File: src/rtl/dlm_pkg.sv
package dlm_pkg;

    localparam int unsigned DLM_NODES_DEF  = 16;
    localparam int unsigned DLM_NODE_W_DEF = 24;
    localparam int unsigned DLM_PICKS_DEF  = 2;
    localparam int unsigned DLM_CLASS_W    = 4;

    // Node examined by compare slot k for a given instruction class.
    // The slots are spread evenly around the bank, so they never coincide.
    function automatic int unsigned pick_node(
        input int unsigned cls,
        input int unsigned k,
        input int unsigned nodes,
        input int unsigned picks
    );
        return (cls + k * (nodes / picks)) % nodes;
    endfunction

    // Result of one compare cycle
    typedef enum logic [1:0] {
        VERD_IDLE  = 2'd0,
        VERD_MATCH = 2'd1,
        VERD_FAIL  = 2'd2
    } verdict_e;

endpackage

File: src/rtl/dlm_selector.sv
module dlm_selector
    import dlm_pkg::*;
#(
    parameter int unsigned NODES   = DLM_NODES_DEF,
    parameter int unsigned PICKS   = DLM_PICKS_DEF,
    parameter int unsigned CLASS_W = DLM_CLASS_W,
    localparam int unsigned IDX_W  = $clog2(NODES)
) (
    input  logic [CLASS_W-1:0]          iclass,
    output logic [PICKS-1:0][IDX_W-1:0] sel
);

    for (genvar k = 0; k < PICKS; k++) begin : g_slot
        assign sel[k] = IDX_W'(pick_node(int'(iclass), k, NODES, PICKS));
    end

endmodule

File: src/rtl/dlm_compare.sv
module dlm_compare
    import dlm_pkg::*;
#(
    parameter int unsigned NODES  = DLM_NODES_DEF,
    parameter int unsigned NODE_W = DLM_NODE_W_DEF,
    parameter int unsigned PICKS  = DLM_PICKS_DEF,
    localparam int unsigned IDX_W = $clog2(NODES),
    localparam int unsigned BANK_W = NODES * NODE_W
) (
    input  logic [BANK_W-1:0]           bank_a,
    input  logic [BANK_W-1:0]           bank_b,
    input  logic [PICKS-1:0][IDX_W-1:0] sel,
    output logic                        any_diff,
    output logic [IDX_W-1:0]            low_idx
);

    logic [PICKS-1:0] diff;

    for (genvar k = 0; k < PICKS; k++) begin : g_cmp
        logic [NODE_W-1:0] node_a;
        logic [NODE_W-1:0] node_b;
        assign node_a  = bank_a[int'(sel[k]) * NODE_W +: NODE_W];
        assign node_b  = bank_b[int'(sel[k]) * NODE_W +: NODE_W];
        assign diff[k] = |(node_a ^ node_b);
    end

    // Pick the smallest node index among the failing slots
    always_comb begin
        any_diff = 1'b0;
        low_idx  = '0;
        for (int k = 0; k < PICKS; k++) begin
            if (diff[k] && (!any_diff || sel[k] < low_idx)) begin
                low_idx  = sel[k];
                any_diff = 1'b1;
            end
        end
    end

endmodule

File: src/rtl/dlm_status.sv
module dlm_status
    import dlm_pkg::*;
#(
    parameter int unsigned IDX_W = 4
) (
    input  logic             clk,
    input  logic             rst,
    input  verdict_e         verdict,
    input  logic [IDX_W-1:0] low_idx,
    output logic             mismatch,
    output logic             err_sticky,
    output logic [IDX_W-1:0] fail_node
);

    always_ff @(posedge clk) begin
        if (rst) begin
            mismatch   <= 1'b0;
            err_sticky <= 1'b0;
            fail_node  <= '0;
        end else begin
            mismatch <= (verdict == VERD_FAIL);
            if (verdict == VERD_FAIL && !err_sticky) begin
                err_sticky <= 1'b1;
                fail_node  <= low_idx;
            end
        end
    end

endmodule

File: src/rtl/dlm_top.sv
module dlm_top
    import dlm_pkg::*;
#(
    parameter int unsigned NODES   = DLM_NODES_DEF,
    parameter int unsigned NODE_W  = DLM_NODE_W_DEF,
    parameter int unsigned PICKS   = DLM_PICKS_DEF,
    parameter int unsigned CLASS_W = DLM_CLASS_W,
    localparam int unsigned IDX_W  = $clog2(NODES),
    localparam int unsigned BANK_W = NODES * NODE_W
) (
    input  logic               clk,
    input  logic               rst,
    input  logic               cyc_stb,
    input  logic [CLASS_W-1:0] iclass,
    input  logic [BANK_W-1:0]  bank_a,
    input  logic [BANK_W-1:0]  bank_b,
    output logic               mismatch,
    output logic               err_sticky,
    output logic [IDX_W-1:0]   fail_node
);

    logic [PICKS-1:0][IDX_W-1:0] sel;
    logic                        any_diff;
    logic [IDX_W-1:0]            low_idx;
    verdict_e                    verdict;

    dlm_selector #(
        .NODES(NODES), .PICKS(PICKS), .CLASS_W(CLASS_W)
    ) u_sel (
        .iclass(iclass),
        .sel   (sel)
    );

    dlm_compare #(
        .NODES(NODES), .NODE_W(NODE_W), .PICKS(PICKS)
    ) u_cmp (
        .bank_a  (bank_a),
        .bank_b  (bank_b),
        .sel     (sel),
        .any_diff(any_diff),
        .low_idx (low_idx)
    );

    always_comb begin
        if (!cyc_stb)      verdict = VERD_IDLE;
        else if (any_diff) verdict = VERD_FAIL;
        else               verdict = VERD_MATCH;
    end

    dlm_status #(.IDX_W(IDX_W)) u_stat (
        .clk       (clk),
        .rst       (rst),
        .verdict   (verdict),
        .low_idx   (low_idx),
        .mismatch  (mismatch),
        .err_sticky(err_sticky),
        .fail_node (fail_node)
    );

endmodule

File: config.mk
export PLATFORM = sky130hd
export DESIGN_NAME = dlm_top
export DESIGN_NICKNAME = d
export VERILOG_FILES = /design/src/rtl/dlm_pkg.sv /design/src/rtl/dlm_selector.sv /design/src/rtl/dlm_compare.sv /design/src/rtl/dlm_status.sv /design/src/rtl/dlm_top.sv
export SDC_FILE = /design/constraint.sdc
export NUM_CORES = 1
export LEC_CHECK = 0
export ABC_AREA = 0
export ABC_CLOCK_PERIOD_IN_PS = 4620
export BUFFER_PORTS_ARGS = -buffer_cell sky130_fd_sc_hd__buf_2
export CAP_MARGIN = 5
export CORE_AREA = 2 2 306 308
export DETAILED_ROUTE_END_ITERATION = 8
export DIE_AREA = 0 0 308 310
export HOLD_SLACK_MARGIN = 0.15
export PLACE_DENSITY = 0.4
export SLEW_MARGIN = 40
export SYNTH_ARGS = -nofsm -noshare
export SYNTH_HDL_FRONTEND = slang
export SYNTH_HIERARCHICAL = 1
export SYNTH_SLANG_ARGS = --single-unit
File: constraint.sdc
create_clock -name clk -period 4.62 [get_ports clk]
set_input_delay 0.231 -clock clk [delete_from_list [all_inputs] [get_ports clk]]
set_output_delay 0.231 -clock clk [all_outputs]
set_load 0.03 [all_outputs]
==> metrics.txt <==
IO Count=781; Critical Path Fanout Max=13; Iteration-0 DRC Markers=1069; Worst setup SP type=primary input; Clock Path Buffers=2; H-tree depth=1; syn avg cell area=13.68 sq um; largest net degree at the start of global routing=61; RSZ-0062 raised after global routing=false; nets@finish=2511; Sequential Power Share=about 2.5%; clk sink count=6; YS warnings=6; number of synthesized flops with an enable pin=0; Switching Power=1.092 mW; synth unique cells=between 40 and 50; Layout area overhead=51.89%; register area share after synthesis=less than 1%; commonest non-fill, non-tap cell in the layout=buf_2; cell mode on critical path=buf_4; Yosys reg bits=6; Syn Nets=1700; Cell Pwr Density=125.0 mW/mm^2; Root Buffer=clkbuf_16; Int Pwr=1.302 mW; fmax=233.1 MHz; grt total ovfl=0; share of layout cells above drive strength 1=between 70% and 80%; outcome=complete, no violations; XOR/XNOR share of the synthesized area=between 2 and 2.5%; R2R setup slack=about 3.6 ns; predominant post-synthesis flop cell=dfxtp_1; Clock Pin Slew Worst Setup and Hold Paths=around 0.040 ns; fin area=0.01916 sq mm; total number of vias=between 10000 and 15000; FF-to-FF Start=u_stat/err_sticky$_SDFFE_PP0P_; R2R Path End=u_stat/fail_node[0]$_SDFFE_PP0P_; vias per cell=4.837; die width=between 300 and 400 um; Final Max Tran Viols=0; crit path time final=4.290 ns; antenna violations before repair=20; fraction of registers with async set/reset=0%; Detailed Place HPWL=76.31 mm; Synth Cell Area=0.01261 sq mm; setup violators final=0; Initial Util=13.64%; crit share post-route=~93%; simple-gate share of the synthesized area=4.771%; Pwr Total=2.394 mW; Clk Latency, worst-skew pair=0.23 ns; CTS Buf Count=3; Antenna Nets Post-Route=0; row count=112; number of global-route vias before repair=roughly 15000; Die ar.=~0.095 sq mm; Min-Delay Startpoint=rst; Mapped Cells=between 900 and 1000; fillers=around 10000; CTS tree=yes; Worst Tran Pin Value=0.8271 ns; Hold Fails Final Rpt=0; GRT Overall Usage=around 17%; switch share=45.60%; wire length of the first global-routing pass=approximately 120 mm; peak supply drop=about 0.000095 V; Crit. End Element=flip-flop; Core Area=0.09249 sq mm; Compound-Gate Fraction of Synth Area=11.97%; post-synthesis mux area share=72.80%; DRC viols=0; crit path buf inv count=6; kind of critical path=primary input to flip-flop; largest family of logic cells by synthesized area=multiplexers; Hold Buf Count CTS=0; hold endpoint=u_stat/err_sticky$_SDFFE_PP0P_; cell family with most CP delay=multiplexers; WP data required=around 4.7 ns; drt first pass iters=5; port bufs=780; Slowest-stage cell, CP=mux4_2; Crit path arrival time=4.39 ns; Final Skew=0.001143 ns; Placed Area=0.01882 sq mm; die height=310 um; most frequent cells in the layout=buf_2 (780), mux4_2 (382), buf_4 (124); FF-to-FF path depth=2; drt wl/cell=29.67 um; total routed wirelength=87.08 mm; Max transition margin=roughly 45%; class of the worst hold path=primary input to flip-flop; worst hold slack=roughly 0.29 ns; Hold Path Depth=2; Synth Area in Adders=less than 1%; combinational power share=91.6%; Lkg Pwr=7.811 nW; worst-path cell chain=buf_16, buf_16, buf_4, mux4_2, mux4_2, o21ai_0, nand4b_1, buf_4, nor4_2, buf_4, and3_1, nand2b_1, ha_1, o21ai_0, nand2b_1, a21o_1, a21oi_1, a21boi_0, buf_4, o32ai_1, or2b_1, mux2i_1; routability congestion estimate=around 0.95; max_cap viols=0; clock share of power=6.0%; Max stage delay on crit path=approximately 0.6 ns
[repair_timing]
item,in CTS,in global routing
cloned,0,1
gates resized for setup,1,21
buffers inserted,0,8
pin swaps,0,2
setup endpoints to repair,2,4
[metrics by stage]
step	TNS [ns]	std cells	utilization, %	worst slack (ns)
floorplan	0	922	-	0.4362
global placement	-1.848	2910	20.25	-0.5191
detailed placement	-0.9452	2915	20.35	-0.2733
CTS	0	2918	20.44	0.04780
global route	0	2935	20.72	0.02122
finish	0	2935	20.72	0.3304
[metal layers]
| layer | track usage [%] | wire, um | vias to the layer above |
|---|---|---|---|
| met3 | 2.254 | 4848 | 86 |
| li1 | - | - | 5954 |
| met5 | 0 | 90 | - |
| met1 | 22.10 | 36380 | 7437 |
| met4 | 2.768 | 1275 | 12 |
| met2 | 30.66 | 44490 | 707 |
[final cells by class]
type | instances | area (sq um) | share of cell area [%]
Timing Repair Buffer | 942 | 5612 | 29.29
Multi-Input combinational cell | 773 | 11810 | 61.64
Tap cell | 1197 | 1498 | 7.816
Antenna cell | 7 | 17.52 | 0.09142
Clock buffer | 3 | 75.07 | 0.3918
Inverter | 7 | 27.53 | 0.1437
Sequential cell | 6 | 120.1 | 0.6269
[power by group through the flow]
stage | Combinational (mW) | Clock [mW] | Sequential (mW)
after floorplan | 1.12 | 0 | 0.0666
after global placement | 2.16 | 0 | 0.0596
after detailed placement | 2.19 | 0 | 0.0596
after CTS | 2.20 | 0.146 | 0.0589
after global routing | 2.33 | 0.151 | 0.0593
final | 2.19 | 0.143 | 0.0588
[flip-flops by register name, summed over array words and instances (netlist names)]
signal             count
u_stat/fail_node       4
u_stat/err_sticky      1
u_stat/mismatch        1
[worst reg2reg max path, delay by kind of cell (launching register included)]
| kind | cells | cell delay, ns |
|---|---|---|
| and+or+nand+nor | 1 | 0.37 |
| muxes | 1 | 0.23 |
| DFF | 1 | 0.35 |
[how the worst max path moves through the flow]
stage	slack, ns	startpoint	endpoint	cells past startpoint
floorplan	0.44	iclass[1]	u_stat/fail_node[3]$_SDFFE_PP0P_	22
global placement	-0.52	iclass[0]	u_stat/fail_node[3]$_SDFFE_PP0P_	22
detailed placement	-0.27	iclass[0]	u_stat/fail_node[3]$_SDFFE_PP0P_	22
CTS	0.05	iclass[0]	u_stat/fail_node[3]$_SDFFE_PP0P_	22
global route	0.02	iclass[0]	u_stat/fail_node[3]$_SDFFE_PP0P_	22
finish	0.33	iclass[0]	u_stat/fail_node[3]$_SDFFE_PP0P_	22
[logic make-up (layout without fill, tap and decap cells)]
kind of cell / count (synthesis) / in the layout
muxes: 440 / 440
AOI/OAI and AO/OA: 192 / 192
buffers and inverters: 143 / 952
and+or+nand+nor: 104 / 104
xor gates and xnor gates: 34 / 34
DFF: 6 / 6
adders and majority gates: 3 / 3
other: 0 / 7
[synthesized netlist by cell type, types with 8 or more instances]
master,n,share of area (%)
a21oi_1,10,0.40
a221oi_1,65,4.5
a22o_1,42,2.9
a22oi_1,39,2.3
buf_1,13,0.39
buf_2,25,0.99
buf_4,21,1.2
buf_6,23,2.1
clkbuf_1,51,1.5
mux2i_1,58,4.6
mux4_2,382,68
nand2_1,18,0.54
nand2b_1,11,0.55
nand4_1,8,0.40
nor2_1,10,0.30
nor3_1,8,0.32
o21ai_0,19,0.75
xnor2_1,16,1.1
xor2_1,18,1.2
Note: power is estimated with default switching activity, not from simulation.
